<file path="src/rtl/sysopt_pkg.sv">
package sysopt_pkg;
  localparam int REG_W = 8;
  localparam int OPT_W = 4;

  // encoding is {pin B, pin A}
  typedef enum logic [1:0] {
    MODE_BOOT   = 2'b00,
    MODE_TEST   = 2'b01,
    MODE_SINGLE = 2'b10,
    MODE_EXP    = 2'b11
  } opmode_t;

  function automatic logic rst_special(opmode_t m);
    return (m == MODE_BOOT) || (m == MODE_TEST);
  endfunction

  function automatic logic rst_boot(opmode_t m);
    return m == MODE_BOOT;
  endfunction

  function automatic logic rst_vis(opmode_t m);
    return m == MODE_TEST;
  endfunction

  function automatic logic has_ext_bus(opmode_t m);
    return (m == MODE_EXP) || (m == MODE_TEST);
  endfunction
endpackage

</file>
<file path="src/rtl/sysopt_prot_bit.sv">
module sysopt_prot_bit (
  input  logic clk,
  input  logic rst_n,
  input  logic rst_val,
  input  logic wr_req,
  input  logic special,
  input  logic wbit,
  output logic q,
  output logic lock,
  output logic taken
);
  assign taken = wr_req & (special | ~lock);

  always_ff @(posedge clk) begin
    if (!rst_n) begin
      q    <= rst_val;
      lock <= 1'b0;
    end else begin
      if (taken) q <= wbit;
      if (wr_req && !special) lock <= 1'b1;
    end
  end
endmodule

</file>
<file path="src/rtl/sysopt_decode.sv">
module sysopt_decode #(
  parameter int PROBE_W = 16,
  parameter logic [PROBE_W-1:0] BOOT_BASE = 16'hBE00,
  parameter logic [PROBE_W-1:0] BOOT_LAST = 16'hBFFF
) (
  input  logic               ext_bus,
  input  logic               boot_en,
  input  logic               special,
  input  logic               vis_bit,
  input  logic               line_bit,
  input  logic [PROBE_W-1:0] probe_addr,
  output logic               boot_rom_mapped,
  output logic               boot_sel,
  output logic               read_vis_en,
  output logic               clk_pin_low,
  output logic               line_drive_en
);
  logic in_win;
  assign in_win          = (probe_addr >= BOOT_BASE) && (probe_addr <= BOOT_LAST);
  assign boot_rom_mapped = boot_en & special;
  assign boot_sel        = boot_rom_mapped & in_win;
  assign read_vis_en     = vis_bit & ext_bus;
  assign clk_pin_low     = vis_bit & ~ext_bus;
  assign line_drive_en   = line_bit & ext_bus;
endmodule

</file>
<file path="src/rtl/sysopt_regs.sv">
module sysopt_regs
  import sysopt_pkg::*;
#(
  parameter int ADDR_W = 6,
  parameter logic [ADDR_W-1:0] MODE_ADDR = 6'h3C,
  parameter logic [ADDR_W-1:0] OPT_ADDR = 6'h38,
  parameter int PROBE_W = 16,
  parameter logic [PROBE_W-1:0] BOOT_BASE = 16'hBE00,
  parameter logic [PROBE_W-1:0] BOOT_LAST = 16'hBFFF
) (
  input  logic               clk,
  input  logic               rst_n,
  input  logic               mode_b_pin,
  input  logic               mode_a_pin,
  input  logic [ADDR_W-1:0]  reg_addr,
  input  logic               wr_en,
  input  logic [REG_W-1:0]   wdata,
  output logic [REG_W-1:0]   rdata,
  input  logic [PROBE_W-1:0] probe_addr,
  output logic               boot_rom_mapped,
  output logic               boot_sel,
  output logic               read_vis_en,
  output logic               clk_pin_low,
  output logic               line_drive_en,
  output logic               wired_or_en,
  output logic [OPT_W-1:0]   opt_bits
);
  localparam int NPROT = 2;  // 0: mode-A flag, 1: visibility bit

  opmode_t pin_mode;
  assign pin_mode = opmode_t'({mode_b_pin, mode_a_pin});

  // named internal events for the checker
  logic mode_wr, opt_wr;
  assign mode_wr = wr_en && (reg_addr == MODE_ADDR);
  assign opt_wr  = wr_en && (reg_addr == OPT_ADDR);

  logic ext_bus_q, smod_q, boot_q, line_q, wor_q;
  logic [OPT_W-1:0] opt_q;

  always_ff @(posedge clk) begin
    if (!rst_n) begin
      ext_bus_q <= has_ext_bus(pin_mode);
      smod_q    <= rst_special(pin_mode);
      boot_q    <= rst_boot(pin_mode);
      line_q    <= 1'b0;
      wor_q     <= 1'b0;
      opt_q     <= '0;
    end else begin
      if (mode_wr) begin
        smod_q <= smod_q & wdata[6];
        if (smod_q) boot_q <= wdata[7];
      end
      if (opt_wr) begin
        line_q <= wdata[7];
        wor_q  <= wdata[6];
        opt_q  <= wdata[OPT_W-1:0];
      end
    end
  end

  logic [NPROT-1:0] p_rst, p_req, p_wbit, p_q, p_lock, p_taken;
  assign p_rst  = {rst_vis(pin_mode), mode_a_pin};
  assign p_req  = {opt_wr, mode_wr};
  assign p_wbit = {wdata[4], wdata[5]};

  generate
    for (genvar i = 0; i < NPROT; i++) begin : g_prot
      sysopt_prot_bit u_bit (
        .clk    (clk),
        .rst_n  (rst_n),
        .rst_val(p_rst[i]),
        .wr_req (p_req[i]),
        .special(smod_q),
        .wbit   (p_wbit[i]),
        .q      (p_q[i]),
        .lock   (p_lock[i]),
        .taken  (p_taken[i])
      );
    end
  endgenerate

  logic mda_q, vis_q, mda_lock, vis_lock, mda_taken, vis_taken;
  assign mda_q     = p_q[0];
  assign vis_q     = p_q[1];
  assign mda_lock  = p_lock[0];
  assign vis_lock  = p_lock[1];
  assign mda_taken = p_taken[0];
  assign vis_taken = p_taken[1];

  always_comb begin
    rdata = '0;
    if (reg_addr == MODE_ADDR)
      rdata = {boot_q, smod_q, mda_q, 5'b0};
    else if (reg_addr == OPT_ADDR)
      rdata = {line_q, wor_q, 1'b0, vis_q, opt_q};
  end

  sysopt_decode #(
    .PROBE_W  (PROBE_W),
    .BOOT_BASE(BOOT_BASE),
    .BOOT_LAST(BOOT_LAST)
  ) u_dec (
    .ext_bus        (ext_bus_q),
    .boot_en        (boot_q),
    .special        (smod_q),
    .vis_bit        (vis_q),
    .line_bit       (line_q),
    .probe_addr     (probe_addr),
    .boot_rom_mapped(boot_rom_mapped),
    .boot_sel       (boot_sel),
    .read_vis_en    (read_vis_en),
    .clk_pin_low    (clk_pin_low),
    .line_drive_en  (line_drive_en)
  );

  assign wired_or_en = wor_q;
  assign opt_bits    = opt_q;
endmodule

</file>
<file path="config.mk">
export PLATFORM = sky130hd
export DESIGN_NAME = sysopt_regs
export DESIGN_NICKNAME = d
export VERILOG_FILES = /design/src/rtl/sysopt_pkg.sv /design/src/rtl/sysopt_prot_bit.sv /design/src/rtl/sysopt_decode.sv /design/src/rtl/sysopt_regs.sv
export SDC_FILE = /design/constraint.sdc
export NUM_CORES = 1
export LEC_CHECK = 0
export ABC_AREA = 1
export BUFFER_PORTS_ARGS = -buffer_cell sky130_fd_sc_hd__buf_2
export CORE_ASPECT_RATIO = 1.1
export CORE_MARGIN = 2
export CORE_UTILIZATION = 44
export CTS_BUF_LIST = sky130_fd_sc_hd__clkbuf_4 sky130_fd_sc_hd__clkbuf_8 sky130_fd_sc_hd__clkbuf_16
export DETAILED_ROUTE_END_ITERATION = 10
export GPL_TIMING_DRIVEN = 0
export HOLD_SLACK_MARGIN = 0.15
export PLACE_DENSITY = 0.84
export SETUP_SLACK_MARGIN = 0.15
export SYNTH_ARGS = -nofsm -noshare
export SYNTH_HDL_FRONTEND = slang
export SYNTH_SLANG_ARGS = --single-unit
</file>
<file path="constraint.sdc">
create_clock -name clk -period 2.2 [get_ports clk]
set_input_delay 0.44 -clock clk [delete_from_list [all_inputs] [get_ports clk]]
set_output_delay 0.44 -clock clk [all_outputs]
set_load 0.05 [all_outputs]
</file>
==> impl_metrics.yaml <==
sta:
  slew_headroom: 0.8319
  rsz0062_at_grt: "no"
  setup_viol: 0
  finalHoldViolCount: 0
  min_period_ps: 1884
  drv_slew: 0
  fin_setup_tns_ps: 0
  fmax_mhz: 530.9
  fin_skew_ps: 0.4242
  worst_slew_pin_slew_ps: 254.0
  fin_crit_sh: 0.8562
synthesis:
  avgSynthCellArea_um2: 7.380
  ys_seq_elements: 13
  netlist_area_um2: 797.0
  ys_async_sr_fraction: 0
  synth-main-ff-cell: "dfxtp_1"
  synth_edf_count: 5
  ys_seq_area_frac: 0.3893
  ys_types: 27
  syn_inst: 108
  syn-num-nets: 143
  ys_warn_count: 0
place:
  place_congestion: 0.8028
  portBuffers: 42
  hpwl_um: 1426
grt:
  antenna_found_initial: 0
  grt_overflow: 0
  grt_pass1_wl_um: 2877
  first_global_vias: 742
  grt_usage: 0.1806
  grt_max_degree: 11
outcome:
  status: "complete, no violations"
cts:
  hold_buffers: 0
  cts_resized: 0
  cts_buffer_depth: 2
  post_cts_buffers: 0
  cts.sinks: 13
  clk_latency_ps: 280
  clk_pin_slew_ps: 70
  cts_root_buf: "clkbuf_4"
  htree_num_levels: 1
  cts_tree: "built"
  cts_inserted_buffers: 3
layout:
  nFillCells: 154
  syn_to_final_growth_pct: 33.44
  utilization: 0.6106
  layout_common_cells: "buf_2, inv_1, nand2_1, nor2_1, dfxtp_1"
  n_antenna_cell: 0
  layout_commonest_cell: "buf_2"
  drive_gt1_frac: 0.4026
  nets: 190
route:
  drt_iter0_drc: 13
  drt-vias-per-instance: 4.814
  wirelength_um: 1733
  drc: 0
  drtAntennaViolNets: 0
  dr.pass1.iters: 6
  wire_per_inst_um: 10.08
  vias: 828
critical_path:
  r2r-start: "smod_q$_DFFE_PP_"
  critPathRequiredTime_ps: 1760
  crit_fanout: 10
  arrival_ps: 1440
  reg2reg_depth: 2
  timing.rr.end: "g_prot[1].u_bit.q$_DFFE_PP_"
  startpoint_type: "input port"
  path_class: "input port to output pin"
  setup.worst_path.end_class: "output pin"
  r2r_slack_ps: 1220
min_path:
  holdPathEnd: "g_prot[0].u_bit.q$_DFFE_PP_"
  worstHoldStart: "wdata[5]"
  hold_path.class: "input port to register"
  whs_path_depth: 3
power_and_ir_drop:
  power_frac_comb: 0.188
  p_total_uw: 527.0
  power.share.sequential: 0.502
  leakage_nw: 0.5835
  p_int_uw: 377.4
  netSwitchingPower_uw: 149.6
  clock_power_share: 0.310
  switching_share: 0.2839
  irDropWorstVdd_mv: 0.2978
  powerDensity_mw_per_mm2: 495.6
floorplanning:
  io_pins: 53
  dieArea_mm2: 0.002168
  start_util: 0.4576
  die_h_um: 48.64
  placementRows: 16
  dieWidth_um: 44.58
  coreArea_mm2: 0.001742
flow_run:
  maxCapViolCount: 0
==> synth_stat cells (2+ instances only) <==
library cell   n  area [um^2]
a22oi_1        2        15.01
buf_2          2        10.01
dfxtp_1        8        160.2
edfxtp_1       5        150.1
inv_1         21        78.83
nand2_1       21        78.83
nand2_2        2        12.51
nand3_1        4        20.02
nand4_1        6        37.54
nor2_1        17        63.81
o21ai_1        4        20.02
==> metal layers <==
| metal | vias up | part of all wire | GRT usage |
|---|---|---|---|
| met5 | - | 0 | 0 |
| met4 | 0 | 0.031 | 0.1212 |
| met3 | 5 | 0.088 | 0.02239 |
| met2 | 43 | 0.50 | 0.2971 |
| met1 | 350 | 0.38 | 0.2094 |
| li1 | 430 | - | - |
==> logic make-up after synthesis <==
kind of cell	count (synthesis)	share of synthesized area
AOI/OAI and AO/OA	10	0.08006
and+or+nand+nor	58	0.3893
DFF	13	0.3893
buffers and inverters	27	0.1413
==> layout make-up <==
| class | count | area [um^2] | area share |
|---|---|---|---|
| multi-input combinational | 68 | 377.9 | 0.3553 |
| sequential | 13 | 310.3 | 0.2918 |
| timing repair buffer | 42 | 210.2 | 0.1976 |
| inverter | 23 | 87.58 | 0.08235 |
| clock buffer | 4 | 30.03 | 0.02824 |
| buffer | 4 | 25.02 | 0.02353 |
| tap | 18 | 22.52 | 0.02118 |
==> power groups by stage <==
stage          Clock [mW]  Sequential (mW)  Combinational, mW
2_1_floorplan           0            0.271             0.0603
3_3_place_gp            0            0.270             0.0969
3_5_place_dp            0            0.270             0.0995
4_1_cts             0.164            0.265             0.0998
5_1_grt             0.175            0.266              0.108
6_report            0.163            0.265             0.0992
==> sequential cells by signal, summed over array words and instances, names as in the netlist <==
signal	cells
ext_bus_q	1
boot_q	1
g_prot.u_bit.q	2
line_q	1
wired_or_en	1
opt_bits	4
g_prot.u_bit.lock	2
smod_q	1
==> worst max path at each step <==
stage / depth (start not counted) / to / from / slack [ps]
CTS: 8 / rdata[0] / reg_addr[0] / 300
floorplan: 3 / boot_sel / probe_addr[14] / 170
finish: 8 / rdata[0] / reg_addr[0] / 320
global route: 8 / rdata[0] / reg_addr[1] / 220
detailed placement: 8 / rdata[6] / reg_addr[0] / 320
global placement: 8 / rdata[6] / reg_addr[0] / 330
==> metrics by stage <==
step	worst slack (ps)	instance area [um^2]	cells	hold slack, ps
after global placement	328.5	1033	168	432.9
after floorplan	172.3	800.8	108	426.0
final	316.4	1064	172	429.6
after detailed placement	319.6	1033	168	449.6
after CTS	304.8	1064	172	425.8
after global routing	222.7	1064	172	427.4
==> critical path, stage by stage <==
cell     delay, ps
buf_2           90
inv_1           50
nand2_2         60
nor2_4         150
buf_6          170
nand2_2        100
nor2_1         110
buf_2          270
No activity file was read; power rests on OpenSTA's default activity.
